===== src/rtl/uart_tx_buffered.sv =====
`timescale 1ns/1ps
module uart_tx_buffered #(
  parameter int MAX_DATA = 9
) (
  input  logic       clk,
  input  logic       rst_n,
  input  logic       bit_tick,
  input  logic       tx_en,
  input  logic [2:0] char_len,
  input  logic       par_en,
  input  logic       par_odd,
  input  logic       two_stop,
  input  logic       wr_data,
  input  logic [7:0] wdata,
  input  logic       wr_ninth,
  input  logic       ninth_in,
  input  logic       done_clr,
  input  logic       done_ack,
  input  logic       gie,
  input  logic       empty_ie,
  input  logic       done_ie,
  output logic       tx,
  output logic       tx_drive,
  output logic       buf_empty,
  output logic       tx_done,
  output logic       empty_irq,
  output logic       done_irq
);
  localparam int FW = MAX_DATA + 4;
  localparam int CW = $clog2(FW + 1);

  logic [MAX_DATA-1:0] buf_q;
  logic                buf_full, ninth_q, tx_q;
  logic [FW-1:0]       sh, frame;
  logic [CW-1:0]       cnt, flen;
  logic [3:0]          nbits;
  logic                par_bit;

  wire wr_ok = wr_data & tx_en & ~buf_full;
  wire load  = bit_tick & buf_full & (cnt <= CW'(1));

  always_comb begin
    nbits = (char_len >= 3'd4) ? 4'd9 : 4'd5 + {1'b0, char_len};
    par_bit = par_odd;
    frame = '1;
    frame[0] = 1'b0;
    for (int i = 0; i < MAX_DATA; i++) begin
      if (i < int'(nbits)) begin
        frame[1+i] = buf_q[i];
        par_bit = par_bit ^ buf_q[i];
      end
    end
    if (par_en) frame[1+int'(nbits)] = par_bit;
    flen = CW'(nbits) + CW'(2) + CW'(par_en) + CW'(two_stop);
  end

  always_ff @(posedge clk) begin
    if (!rst_n) begin
      buf_q    <= '0;
      buf_full <= 1'b0;
      ninth_q  <= 1'b0;
      sh       <= '1;
      cnt      <= '0;
      tx_q     <= 1'b1;
      tx_done  <= 1'b0;
      tx_drive <= 1'b0;
    end else begin
      if (wr_ninth) ninth_q <= ninth_in;
      if (wr_ok) begin
        buf_q    <= {ninth_q, wdata};
        buf_full <= 1'b1;
      end else if (load) begin
        buf_full <= 1'b0;
      end
      if (bit_tick) begin
        if (load) begin
          tx_q <= frame[0];
          sh   <= frame >> 1;
          cnt  <= flen;
        end else if (cnt > CW'(1)) begin
          tx_q <= sh[0];
          sh   <= sh >> 1;
          cnt  <= cnt - CW'(1);
        end else if (cnt == CW'(1)) begin
          tx_q <= 1'b1;
          cnt  <= '0;
        end
      end
      if (bit_tick && cnt == CW'(1) && !buf_full && !wr_ok) tx_done <= 1'b1;
      else if (done_clr || done_ack)                          tx_done <= 1'b0;
      if (tx_en)                          tx_drive <= 1'b1;
      else if (cnt == '0 && !buf_full)    tx_drive <= 1'b0;
    end
  end

  assign tx        = tx_drive ? tx_q : 1'b1;
  assign buf_empty = ~buf_full;
  assign empty_irq = empty_ie & gie & buf_empty;
  assign done_irq  = done_ie & gie & tx_done;
endmodule



===== config.mk =====
export PLATFORM = sky130hd
export DESIGN_NAME = uart_tx_buffered
export DESIGN_NICKNAME = d
export VERILOG_FILES = /design/src/rtl/uart_tx_buffered.sv
export SDC_FILE = /design/constraint.sdc
export NUM_CORES = 1
export LEC_CHECK = 0
export CORE_MARGIN = 8
export CORE_UTILIZATION = 30
export CTS_CLUSTER_SIZE = 24
export DETAILED_ROUTE_END_ITERATION = 12
export PLACE_DENSITY_LB_ADDON = 0.12
export SLEW_MARGIN = 20
export SYNTH_ARGS = -nofsm -noshare
export SYNTH_HDL_FRONTEND = slang
export SYNTH_SLANG_ARGS = --single-unit

===== constraint.sdc =====
create_clock -name clk -period 9.6 [get_ports clk]
set_clock_uncertainty 0.15 [all_clocks]
set_input_delay 2.88 -clock clk [delete_from_list [all_inputs] [get_ports clk]]
set_output_delay 2.88 -clock clk [all_outputs]
set_load 0.1 [all_outputs]

# == Word level (Yosys, flattened, before mapping) ==
# Index checks and enable logic that the tools add are counted.
# W data, S select, Z words.
# totals
elab_cells,101
output_inout_bits,6
inputBits,26
reg_bits,31
# op_classes
bitwise,18
addsub,6
n_eq_ne,1
muxes,38
n_reduce_logical,16
magnitude_cmp,14
# op_table
operator,n
$mux W13,3
$mux W1,29
$lt A3 B4 Y1 const A,4
$mux W4,4
$bwmux W13,1
$xor A1 B1 Y1,9
$add A4 B1 Y4,2
$and A1 B1 Y1,8
$lt A1 B4 Y1 const A,2
$lt A2 B4 Y1 const A,2
$reduce_bool A2 Y1,4
$add A1 B4 Y5 const A,1
$ge A5 B1 Y1 const B,1
$logic_and A1 B1 Y1,5
$lt A5 B5 Y1 const B,1
$add A3 B3 Y4 const A,1
$add A4 B2 Y4 const B,1
$demux W1 S4,1
$eq A4 B1 Y1 const B,1
$gt A4 B1 Y1 const B,1
$le A4 B1 Y1 const B,1
$logic_not A4 Y1,1
$lt A4 B4 Y1 const A,1
$reduce_and A2 Y1,2
6 further kinds,7

# == Depth between registers and ports, before layout ==
# Gate-level depths: netlist of run 1.
# depth
ltp_word,23
ltp_mapped,11
mapped_depth_nobuf,10

# == Worst setup path after synthesis of run 1 ==
# Ideal clock, no wire load.
# synth_path
path_kind,input -> output
startpoint,in done_ie
endpoint,out done_irq
path_slack_ns,2.912
t_arrival_ns,3.658
path_buffers,0
path_stages,1
required_time_ns,6.570
path_cell_list,and3_1
# synth_via
elab_chain_len,2
# synth_lines
item,line,source
"start, declared",21,"input logic done_ie,"
$and A1 B1 Y1 (2 in a row),99,assign done_irq = done_ie & gie & tx_done;
"end, declared",27,output logic done_irq
# No other way between the ends.

# == Final worst setup path of run 1 ==
# layout_path
startpoint,in gie
endpoint,out done_irq
# layout_via
elab_chain_len,2
# layout_lines
item,line,source
"start, declared",19,"input logic gie,"
$and A1 B1 Y1 (2 in a row),99,
# No other way between the ends.

==> results.md, run 1 <==
- CP endpoint kind: primary output
- Vias in the first global route: around 1.8k
- Post-CTS Hold Fix Bufs: 0
- # diodes: 0
- Initial antenna violation count: 0
- Final nets: roughly 300
- Unrepaired setup endpoints after global routing: false
- Resize count post-CTS: 0
- Final hold viol count: 0
- Initial Util: 0.3074
- YS warnings: 0
- Worst Tran Pin Value: between 0.9 and 1 ns
- Sum of negative setup slack: 0 ns
- DIE HEIGHT: 96.43 um
- Worst IR Drop VDD: 0.1124 mV
- Pin count of the biggest net entering global routing: 33
- Routed Antenna Nets: 0
- Worst setup SP type: input pin
- Register area share after synthesis: 0.3198
- Min cycle time layout: around 7.7 ns
- Hold Path Class: reg2reg
- Layout cells sized above 1: 0.05904
- Synth top cells by count: 41 x nand2_1, 31 x dfxtp_1, 14 x o21ai_0, 12 x a21boi_0, 12 x a21oi_1
- Die area: slightly above 0.009 mm^2
- Top cell type's share of synthesized area: 0.3198
- Root Driver: clkbuf_8
- # IOs: 32
- Mapped Cells: 244
- CTS tree: built
- Fmax achieved: between 100 and 150 MHz
- Dpl cells: 340
- Power Dens Cells: roughly 210 mW/mm^2
- Mapped Nets: 276
- Setup ws final: 1.935 ns
- Total CTS buffers: 5
- Cell with the most instances after synthesis: nand2_1
- Fin cells: 348
- Cell area after synthesis: 0.001941 mm^2
- Dpl hpwl: slightly above 4000 um
- Arrival time at the worst endpoint: about 4.6 ns
- Routed WL: between 5000 and 6000 um
- First-pass detailed-route iteration total: 4
- Top_reg_cell synth: dfxtp_1
- P_leak: 0.9270 nW
- Initial drt markers: 124
- Syn-to-layout area delta: 24.37%
- Grt ovf: 0
- Postcts setup bufs: 0
- Slew HR: 0.3430
- Post-place setup slack: ~1.9 ns
- Critical path type: in2out
- Max Cap Viol: 0
- Synth area leader: dfxtp_1
- Crit path max fanout: 2
- GRT Util Overall: 0.1263
- Top cells by area, synth: dfxtp_1 32%, nand2_1 7.9%, a21boi_0 4.6%
- Row cnt: 29
- Cell variety after synth: 48
- Avg Inst Size Synth: around 8.0 um^2
- Clock-pin slew on the worst setup and hold paths: 0.07 ns
- Via/cell ratio: 5.247
- Status: finished clean
- Clk Latency, worst-skew pair: ~0.28 ns
- Vias: around 1.8k
- Post-layout util: 0.3823
- Remaining DRCs: 0
- Worst Path Required: between 6 and 7 ns
- WL per Instance: approximately 16 um
- Sink Count: 31
- GPL Wtd Cong: around 0.83
- Die X: 96.43 um
- #FFs+latches synth: 31
- Post-synth EDFFs: 0
- Maximum clock path buffer count: 2
- Final setup fails: 0
- I/O Buffers: 31
- First-pass GRT wire length: roughly 9000 um
- Fillers: between 600 and 700
- Final Slew Violations: 0
- Post-synth ARST share: 0
- H-tree lvl count: 2
- Period utilization: 0.7984
- Core Area: about 0.0063 mm^2
- WHS: 0.3130 ns
==> state kept, by name (all words and copies together), names as in the netlist <==
name,cells
ninth_q,1
tx_done,1
buf_full,1
tx_drive,1
buf_q,9
sh,13
tx_q,1
cnt,4
==> logic make-up (layout without fill, tap and decap cells) <==
family | Yosys count | in the layout | synth area share
and+or+nand+nor | 94 | 94 | 0.2366
AOI/OAI and AO/OA | 74 | 74 | 0.2637
DFF | 31 | 31 | 0.3198
buffers and inverters | 25 | 52 | 0.05738
xor gates and xnor gates | 12 | 12 | 0.06963
adders and majority gates | 6 | 6 | 0.04255
muxes | 2 | 2 | 0.01032
==> worst paths after layout <==
path              cells past startpoint             endpoint           startpoint  slack (ns)
setup / recovery                      3             done_irq                  gie        1.94
hold / removal                        2  sh[12]$_SDFFE_PN1P_  sh[12]$_SDFFE_PN1P_        0.31
setup reg to reg                      5   sh[8]$_SDFFE_PN1P_  cnt[0]$_SDFFE_PN0P_        7.07
hold reg to reg                       2  sh[12]$_SDFFE_PN1P_  sh[12]$_SDFFE_PN1P_        0.31
==> area by class of cell <==
cell class                      count  area (um^2)  share of cell area
Multi-Input combinational cell    188         1209              0.5008
Sequential cell                    31        620.6              0.2571
Timing Repair Buffer               34        332.8              0.1379
Tap cell                           77        96.34             0.03992
Clock buffer                        6        82.58             0.03421
Inverter                           10        37.54             0.01555
Clock inverter                      2        35.03             0.01452
==> where the power goes <==
part           total [mW]  switching [mW]  internal [mW]
registers           0.174          0.0204          0.154
clock network       0.138          0.0537         0.0840
logic               0.199           0.123         0.0756
==> through the flow <==
| stage | power [mW] | area [um^2] |
|---|---|---|
| CTS | 0.5133 | 2414 |
| detailed placement | 0.3749 | 2296 |
| floorplan | 0.3159 | 1941 |
| finish | 0.5103 | 2414 |
| global route | 0.5457 | 2414 |
| global placement | 0.3745 | 2296 |
==> cells in the final DEF (no fill, tap or decap), drive strengths merged, types with 3 or more instances in the layout <==
cell type      netlist  layout
ha                   5       5
dfxtp               31      31
o21ai               20      20
nand3               10      10
a22oi                3       3
o211ai               5       5
clkdlybuf4s50        0      31
buf                  3       3
nor4                 5       5
a21boi              12      12
nand2b               4       4
o31ai                3       3
inv                 10      10
nor2b                4       4
xor2                 6       6
nor3                 6       6
clkbuf              12       6
nand2               41      41
a21oi               12      12
xnor2                4       4
nor3b                3       3
nor2                 9       9
o221ai               5       5
and3                 4       4
==> critical path, stage by stage <==
cell	delay, ns
clkdlybuf4s50_1	0.47
and3_1	0.15
clkdlybuf4s50_1	1.14
==> per-layer routing <==
layer / track usage / wire length, um / part of all wire / vias to the layer above
met4: 0.02648 / 23 / 0.0041 / 0
met1: 0.1665 / 2726 / 0.49 / 862
met3: 0.02782 / 186 / 0.033 / 4
li1: - / - / - / 926
met2: 0.2066 / 2670 / 0.48 / 34
met5: 0 / 0 / 0 / -
Power figures use the tool's default switching activity.
==> run 2, diff against run 1 <==
==> constraint.sdc (replaced) <==
create_clock -name clk -period 7.2 [get_ports clk]
set_clock_uncertainty 0.15 [all_clocks]
set_input_delay 2.16 -clock clk [delete_from_list [all_inputs] [get_ports clk]]
set_output_delay 2.16 -clock clk [all_outputs]
set_load 0.1 [all_outputs]
==> run 2 against run 1 <==
Against the previous run:
- sequential cell count unchanged
- final area down 0.93%
- global-route usage rose by 0.29 points
- core utilization decreased by 0.36 points
- register-to-register slack got worse by 2.5 ns
- clock power rose by 14%
==> results.md, run 2 (same netlist as run 1, synthesis figures left out) <==
- Final hold viol count: 0 (unchanged)
- Hold Startpoint: sh[12]$_SDFFE_PN1P_
- Remaining DRCs: 0 (unchanged)
- Reg2reg start: cnt[3]$_SDFFE_PN0P_
- WL per Instance: 15.86 um (-1.5%)
- Path depth of the worst reg2reg path: 7 (+2)
- Worst setup SP type: input pin
- Initial antenna violation count: 0 (unchanged)
- Dpl hpwl: 4107 um (+0.23%)
- Worst Tran Pin Value: 0.9688 ns (-0.01362 ns)
- I/O Buffers: 31 (unchanged)
- Hold Path Class: reg2reg
- Worst Path Required: 7.21 ns (+0.64 ns)
- Max reg flops: 13 (unchanged)
- Critical path type: in2reg
- Min cycle time layout: around 5.4 ns
- WHS Endpoint: sh[12]$_SDFFE_PN1P_
- Max Cap Viol: 0 (unchanged)
- Worst IR Drop VDD: 0.1214 mV (+7.9%)
- Slew HR: 0.3521 (+0.009111)
- Final Slew Violations: 0 (unchanged)
- CP endpoint kind: flop
- # diodes: 0 (unchanged)
- Vias in the first global route: 1,809 (+2.4%)
- Sum of negative setup slack: 0 ns (unchanged)
- GRT Util Overall: 0.1292 (+0.002881)
- Routed Antenna Nets: 0 (unchanged)
- H-tree lvl count: 2 (unchanged)
- CTS tree: built
- Top reg by flops: sh
- Dpl cells: 340 (unchanged)
- Final nets: 302 (unchanged)
- Die X: 96.43 um (unchanged)
- Row cnt: 29 (unchanged)
- Initial drt markers: 192 (+55%)
- FF+latch area: 620.6 um^2 (unchanged)
- Root Driver: clkbuf_8
- Clk Latency, worst-skew pair: 0.29 ns (about the same)
- Crit path max fanout: 12 (+10)
- Resize count post-CTS: 0 (unchanged)
- Multi-input logic area: 0.001209 mm^2 (unchanged)
- Fillers: 690 (-1.3%)
- Power Dens Cells: 273.1 mW/mm^2 (+29%)
- Pin count of the biggest net entering global routing: 33 (unchanged)
- Unrepaired setup endpoints after global routing: false
- Sink Count: 31 (unchanged)
- Final setup fails: 0 (unchanged)
- Clock-pin slew on the worst setup and hold paths: 0.07 ns (about the same)
- # IOs: 32 (unchanged)
- Status: finished clean
- Layout cells sized above 1: 0.06273 (+0.003690)
- Fmax achieved: approximately 180 MHz
- Post-CTS Hold Fix Bufs: 0 (unchanged)
- Period utilization: 0.7512
- Routed WL: 5520 um (-1.5%)
- First-pass GRT wire length: 9142 um (+1.3%)
- Total CTS buffers: 5 (unchanged)
- Flop-to-flop setup slack: 4.59 ns (-2.48 ns)
- Via/cell ratio: 5.227 (-0.38%)
- Grt ovf: 0 (unchanged)
- Hold depth: 2 (unchanged)
- Maximum clock path buffer count: 2 (unchanged)
- Die area: 0.009299 mm^2 (unchanged)
- P_leak: 0.9209 nW (-0.65%)
- Vias: 1,819 (-0.38%)
- Most frequent cells in the layout: 41 x nand2_1, 31 x dfxtp_1, 29 x clkdlybuf4s50_1, 14 x o21ai_0
- Commonest non-fill, non-tap cell in the layout: nand2_1
- Initial Util: 0.3074 (unchanged)
- GPL Wtd Cong: 0.8437 (+1.1%)
- Fin cells: 348 (unchanged)
- Syn-to-layout area delta: 23.21%
- Biggest regs: sh (13), buf_q (9), cnt (4)
- Reg2reg end: sh[8]$_SDFFE_PN1P_
- DIE HEIGHT: 96.43 um (unchanged)
- Arrival time at the worst endpoint: 5.42 ns (+0.79 ns)
- Postcts setup bufs: 0 (unchanged)
- First-pass detailed-route iteration total: 4 (unchanged)
- Core Area: 0.006314 mm^2 (unchanged)
## run 2: changes by cell type in the layout (fill, tap and decap cells not counted)
| cell | previous run | this run |
|---|---|---|
| clkdlybuf4s50_1 | 31 | 29 |
| clkbuf_1 | 0 | 1 |
| bufinv_16 | 1 | 0 |
| buf_4 | 3 | 5 |
| clkbuf_8 | 6 | 7 |
| clkinv_2 | 1 | 0 |
## run 2: power by group
group          internal [mW]  total, mW  switching (mW)
Sequential             0.205      0.231          0.0263
Combinational          0.101      0.264           0.163
Clock                 0.0873      0.158          0.0710
Total                  0.393      0.653           0.260
## run 2: area by class of cell
class	count	share of cell area
Multi-Input combinational cell	188	0.5055
Inverter	10	0.01570
Timing Repair Buffer	34	0.1371
Clock buffer	8	0.04186
Sequential cell	31	0.2596
Tap cell	77	0.04029
## run 2: critical path: stages
cell and delay, ns:
clkdlybuf4s50_1 0.79, inv_1 0.12, ha_1 0.39, nand2b_1 0.27
o31ai_4 0.24, xor2_1 0.24, xnor3_1 0.45, xor3_2 0.35
o32ai_1 0.30, o211ai_1 0.11
## run 2: worst max path at each step
stage,from,endpoint
finish,char_len[0],sh[9]$_SDFFE_PN1P_
CTS,char_len[0],sh[9]$_SDFFE_PN1P_
floorplan,done_ie,done_irq
detailed placement,char_len[0],sh[2]$_SDFFE_PN1P_
global placement,char_len[0],sh[10]$_SDFFE_PN1P_
global route,char_len[0],sh[10]$_SDFFE_PN1P_
## run 2: metal layers
layer	up-vias	track usage	wire length (um)
li1	926	-	-
met1	836	0.1629	2534
met2	48	0.2083	2584
met3	9	0.02782	297
met4	0	0.05549	104
met5	-	0	0
## run 2: metrics by stage
step                hold WS, ns  power (mW)  worst slack (ns)  instance area [um^2]  utilization
global route             0.3372      0.6998             1.582                  2391       0.3787
floorplan                0.2732      0.4213             1.952                  1941            -
detailed placement       0.3021      0.4997             1.482                  2291       0.3629
finish                   0.3094      0.6530             1.791                  2391       0.3787
CTS                      0.3162      0.6593             1.794                  2391       0.3787
global placement         0.2837      0.5020             1.608                  2291       0.3629
==> run 3, diff against run 2 <==
==> constraint.sdc (replaced) <==
create_clock -name clk -period 5.2 [get_ports clk]
set_clock_uncertainty 0.15 [all_clocks]
set_input_delay 1.56 -clock clk [delete_from_list [all_inputs] [get_ports clk]]
set_output_delay 1.56 -clock clk [all_outputs]
set_load 0.1 [all_outputs]
==> run 3 against run 2 <==
Against the previous run:
- final cell count up 0.29%
- non-clock buffer count is 1 higher
- largest cell class unchanged
- combinational power grew 39%
- final area rose by 0.31%
- routed wire length rose by 3.3%
- critical path depth unchanged
- clock power rose by 38%
- register-to-register slack worse by 2.3 ns
==> results.md, run 3 (same netlist as run 1, synthesis figures left out) <==
- Clock-pin slew on the worst setup and hold paths: 0.07 ns (about the same)
- Initial Util: 0.3074 (unchanged)
- Layout cells sized above 1: 0.06618 (+0.003446)
- CTS tree: built
- GRT Util Overall: 0.1267 (-0.002518)
- DIE HEIGHT: 96.43 um (unchanged)
- Final Slew Violations: 0 (unchanged)
- Initial drt markers: 129 (-33%)
- Top reg by flops: sh
- Vias in the first global route: 1,786 (-1.3%)
- Post-place setup slack: 0.4328 ns (-1.049 ns)
- Dpl hpwl: 4187 um (+2.0%)
- Buf/Inv on CP: 2 (unchanged)
- Routed WL: 5704 um (+3.3%)
- Die area: 0.009299 mm^2 (unchanged)
- Worst Path Required: 5.18 ns (-2.03 ns)
- Max reg flops: 13 (unchanged)
- Path depth of the worst reg2reg path: 8 (+1)
- Core Area: 0.006314 mm^2 (unchanged)
- First-pass GRT wire length: 9094 um (-0.53%)
- CP endpoint kind: flop
- CP cell instances: clkdlybuf4s50_1 -> buf_4 -> ha_1 -> nand2b_1 -> o31ai_4 -> xor2_1 -> xnor3_1 -> xor3_2 -> o32ai_1 -> o211ai_1
- # IOs: 32 (unchanged)
- Met2 Resource Use GR: 0.2054 (-0.002838)
- Syn-to-layout area delta: 23.60%
- CP delay by family, top: XOR/XNOR gates
- Hold depth: 2 (unchanged)
- Worst Tran Pin Value: 1.041 ns (+0.07225 ns)
- Initial antenna violation count: 0 (unchanged)
- Grt ovf: 0 (unchanged)
- Met1 Use GR: 0.1635 (+0.0005428)
- Die X: 96.43 um (unchanged)
- Fillers: 699 (+1.3%)
- Final setup fails: 0 (unchanged)
- Routed Antenna Nets: 0 (unchanged)
- Maximum clock path buffer count: 2 (unchanged)
- Reg2reg end: sh[0]$_SDFFE_PN1P_
- Total CTS buffers: 5 (unchanged)
- P_leak: 0.9261 nW (+0.56%)
- # diodes: 0 (unchanged)
- Slew HR: 0.3013 (-0.05080)
- Postcts setup bufs: 0 (unchanged)
- Root Driver: clkbuf_8
- Post-CTS Hold Fix Bufs: 0 (unchanged)
- Pin count of the biggest net entering global routing: 33 (unchanged)
- Hold Startpoint: sh[12]$_SDFFE_PN1P_
- Critical path type: in2reg
- Worst setup SP type: input pin
- Most frequent cells in the layout: 41 x nand2_1, 31 x dfxtp_1, 29 x clkdlybuf4s50_1, 14 x o21ai_0
- Reg2reg start: cnt[0]$_SDFFE_PN0P_
- Period utilization: 0.8592
- Max Cap Viol: 0 (unchanged)
- Commonest non-fill, non-tap cell in the layout: nand2_1
- Hold Path Class: reg2reg
- Arrival time at the worst endpoint: 4.45 ns (-0.97 ns)
- H-tree lvl count: 2 (unchanged)
- WL per Instance: 16.34 um (+3.0%)
- Cell at the slowest stage of the critical path: clkdlybuf4s50_1
- Worst IR Drop VDD: 0.1717 mV (+42%)
- Resize count post-CTS: 0 (unchanged)
- Power Dens Cells: 378.1 mW/mm^2 (+38%)
- I/O Buffers: 31 (unchanged)
- Final nets: 303 (+0.33%)
- Sum of negative setup slack: 0 ns (unchanged)
- GR Util met3: 0.02782 (unchanged)
- GR peak layer: met2
- Min cycle time layout: 4.468 ns
- Vias: 1,848 (+1.6%)
- Flop-to-flop setup slack: 2.34 ns (-2.25 ns)
- Fmax achieved: between 200 and 250 MHz
- Sink Count: 31 (unchanged)
- Crit path max fanout: 11 (-1)
- Setup ws final: 0.7324 ns (-1.059 ns)
- Status: finished clean
- Row cnt: 29 (unchanged)
- WHS Endpoint: sh[12]$_SDFFE_PN1P_
- Via/cell ratio: 5.295 (+1.3%)
- Biggest regs: sh (13), buf_q (9), cnt (4)
- Remaining DRCs: 0 (unchanged)
- First-pass detailed-route iteration total: 4 (unchanged)
- Unrepaired setup endpoints after global routing: false
- GPL Wtd Cong: 0.9107 (+7.9%)
- Clk Latency, worst-skew pair: 0.29 ns (about the same)
- Final hold viol count: 0 (unchanged)
- Crit-path max cell delay: 0.48 ns (-0.31 ns)
## run 3: final cells by class
type	instances	area, um^2	share of cell area
multi-input combinational	188	1209	0.5039
clock buffer	8	100.1	0.04173
timing repair buffer	35	335.3	0.1398
inverter	10	37.54	0.01565
tap	77	96.34	0.04017
sequential	31	620.6	0.2587
## run 3: worst max-delay path by stage
stage,start,end,slack [ns],cells after the start
final,char_len[0],sh[9]$_SDFFE_PN1P_,0.73,10
after global routing,char_len[1],sh[9]$_SDFFE_PN1P_,0.49,10
after CTS,char_len[0],sh[9]$_SDFFE_PN1P_,0.74,10
after detailed placement,char_len[0],sh[9]$_SDFFE_PN1P_,0.43,10
after global placement,char_len[0],sh[9]$_SDFFE_PN1P_,0.52,10
after floorplan,char_len[1],sh[9]$_SDFFE_PN1P_,1.05,10
## run 3: worst reg2reg max path: stages (launching register included)
cell and delay (ns):
dfxtp_1 0.41, inv_1 0.07, ha_1 0.26, o21ai_1 0.53, o21ai_1 0.48, or3_1 0.45
o21ai_0 0.15, a21o_1 0.12, o311ai_1 0.10
## run 3: per-stage QoR
step / instances / instance area [um^2] / total power [mW] / utilization / hold slack, ns
5_1_grt: 349 / 2399 / 0.9635 / 0.3799 / 0.3349
6_report: 349 / 2399 / 0.9070 / 0.3799 / 0.2997
3_3_place_gp: 341 / 2298 / 0.6914 / 0.3641 / 0.2840
3_5_place_dp: 341 / 2298 / 0.6900 / 0.3641 / 0.2938
2_1_floorplan: 244 / 1941 / 0.5833 / - / 0.2732
4_1_cts: 349 / 2399 / 0.9114 / 0.3799 / 0.3036
## run 3: report_power, final
group	internal, mW	leakage (nW)	switching (mW)
sequential	0.284	0.254	0.0383
clock	0.121	0.0515	0.0976
combinational	0.137	0.620	0.230
## run 3: layer usage
metal,vias to the layer above,share of wire
met2,38,0.48
met1,881,0.47
met3,7,0.040
li1,922,-
met5,-,0
met4,0,0.012
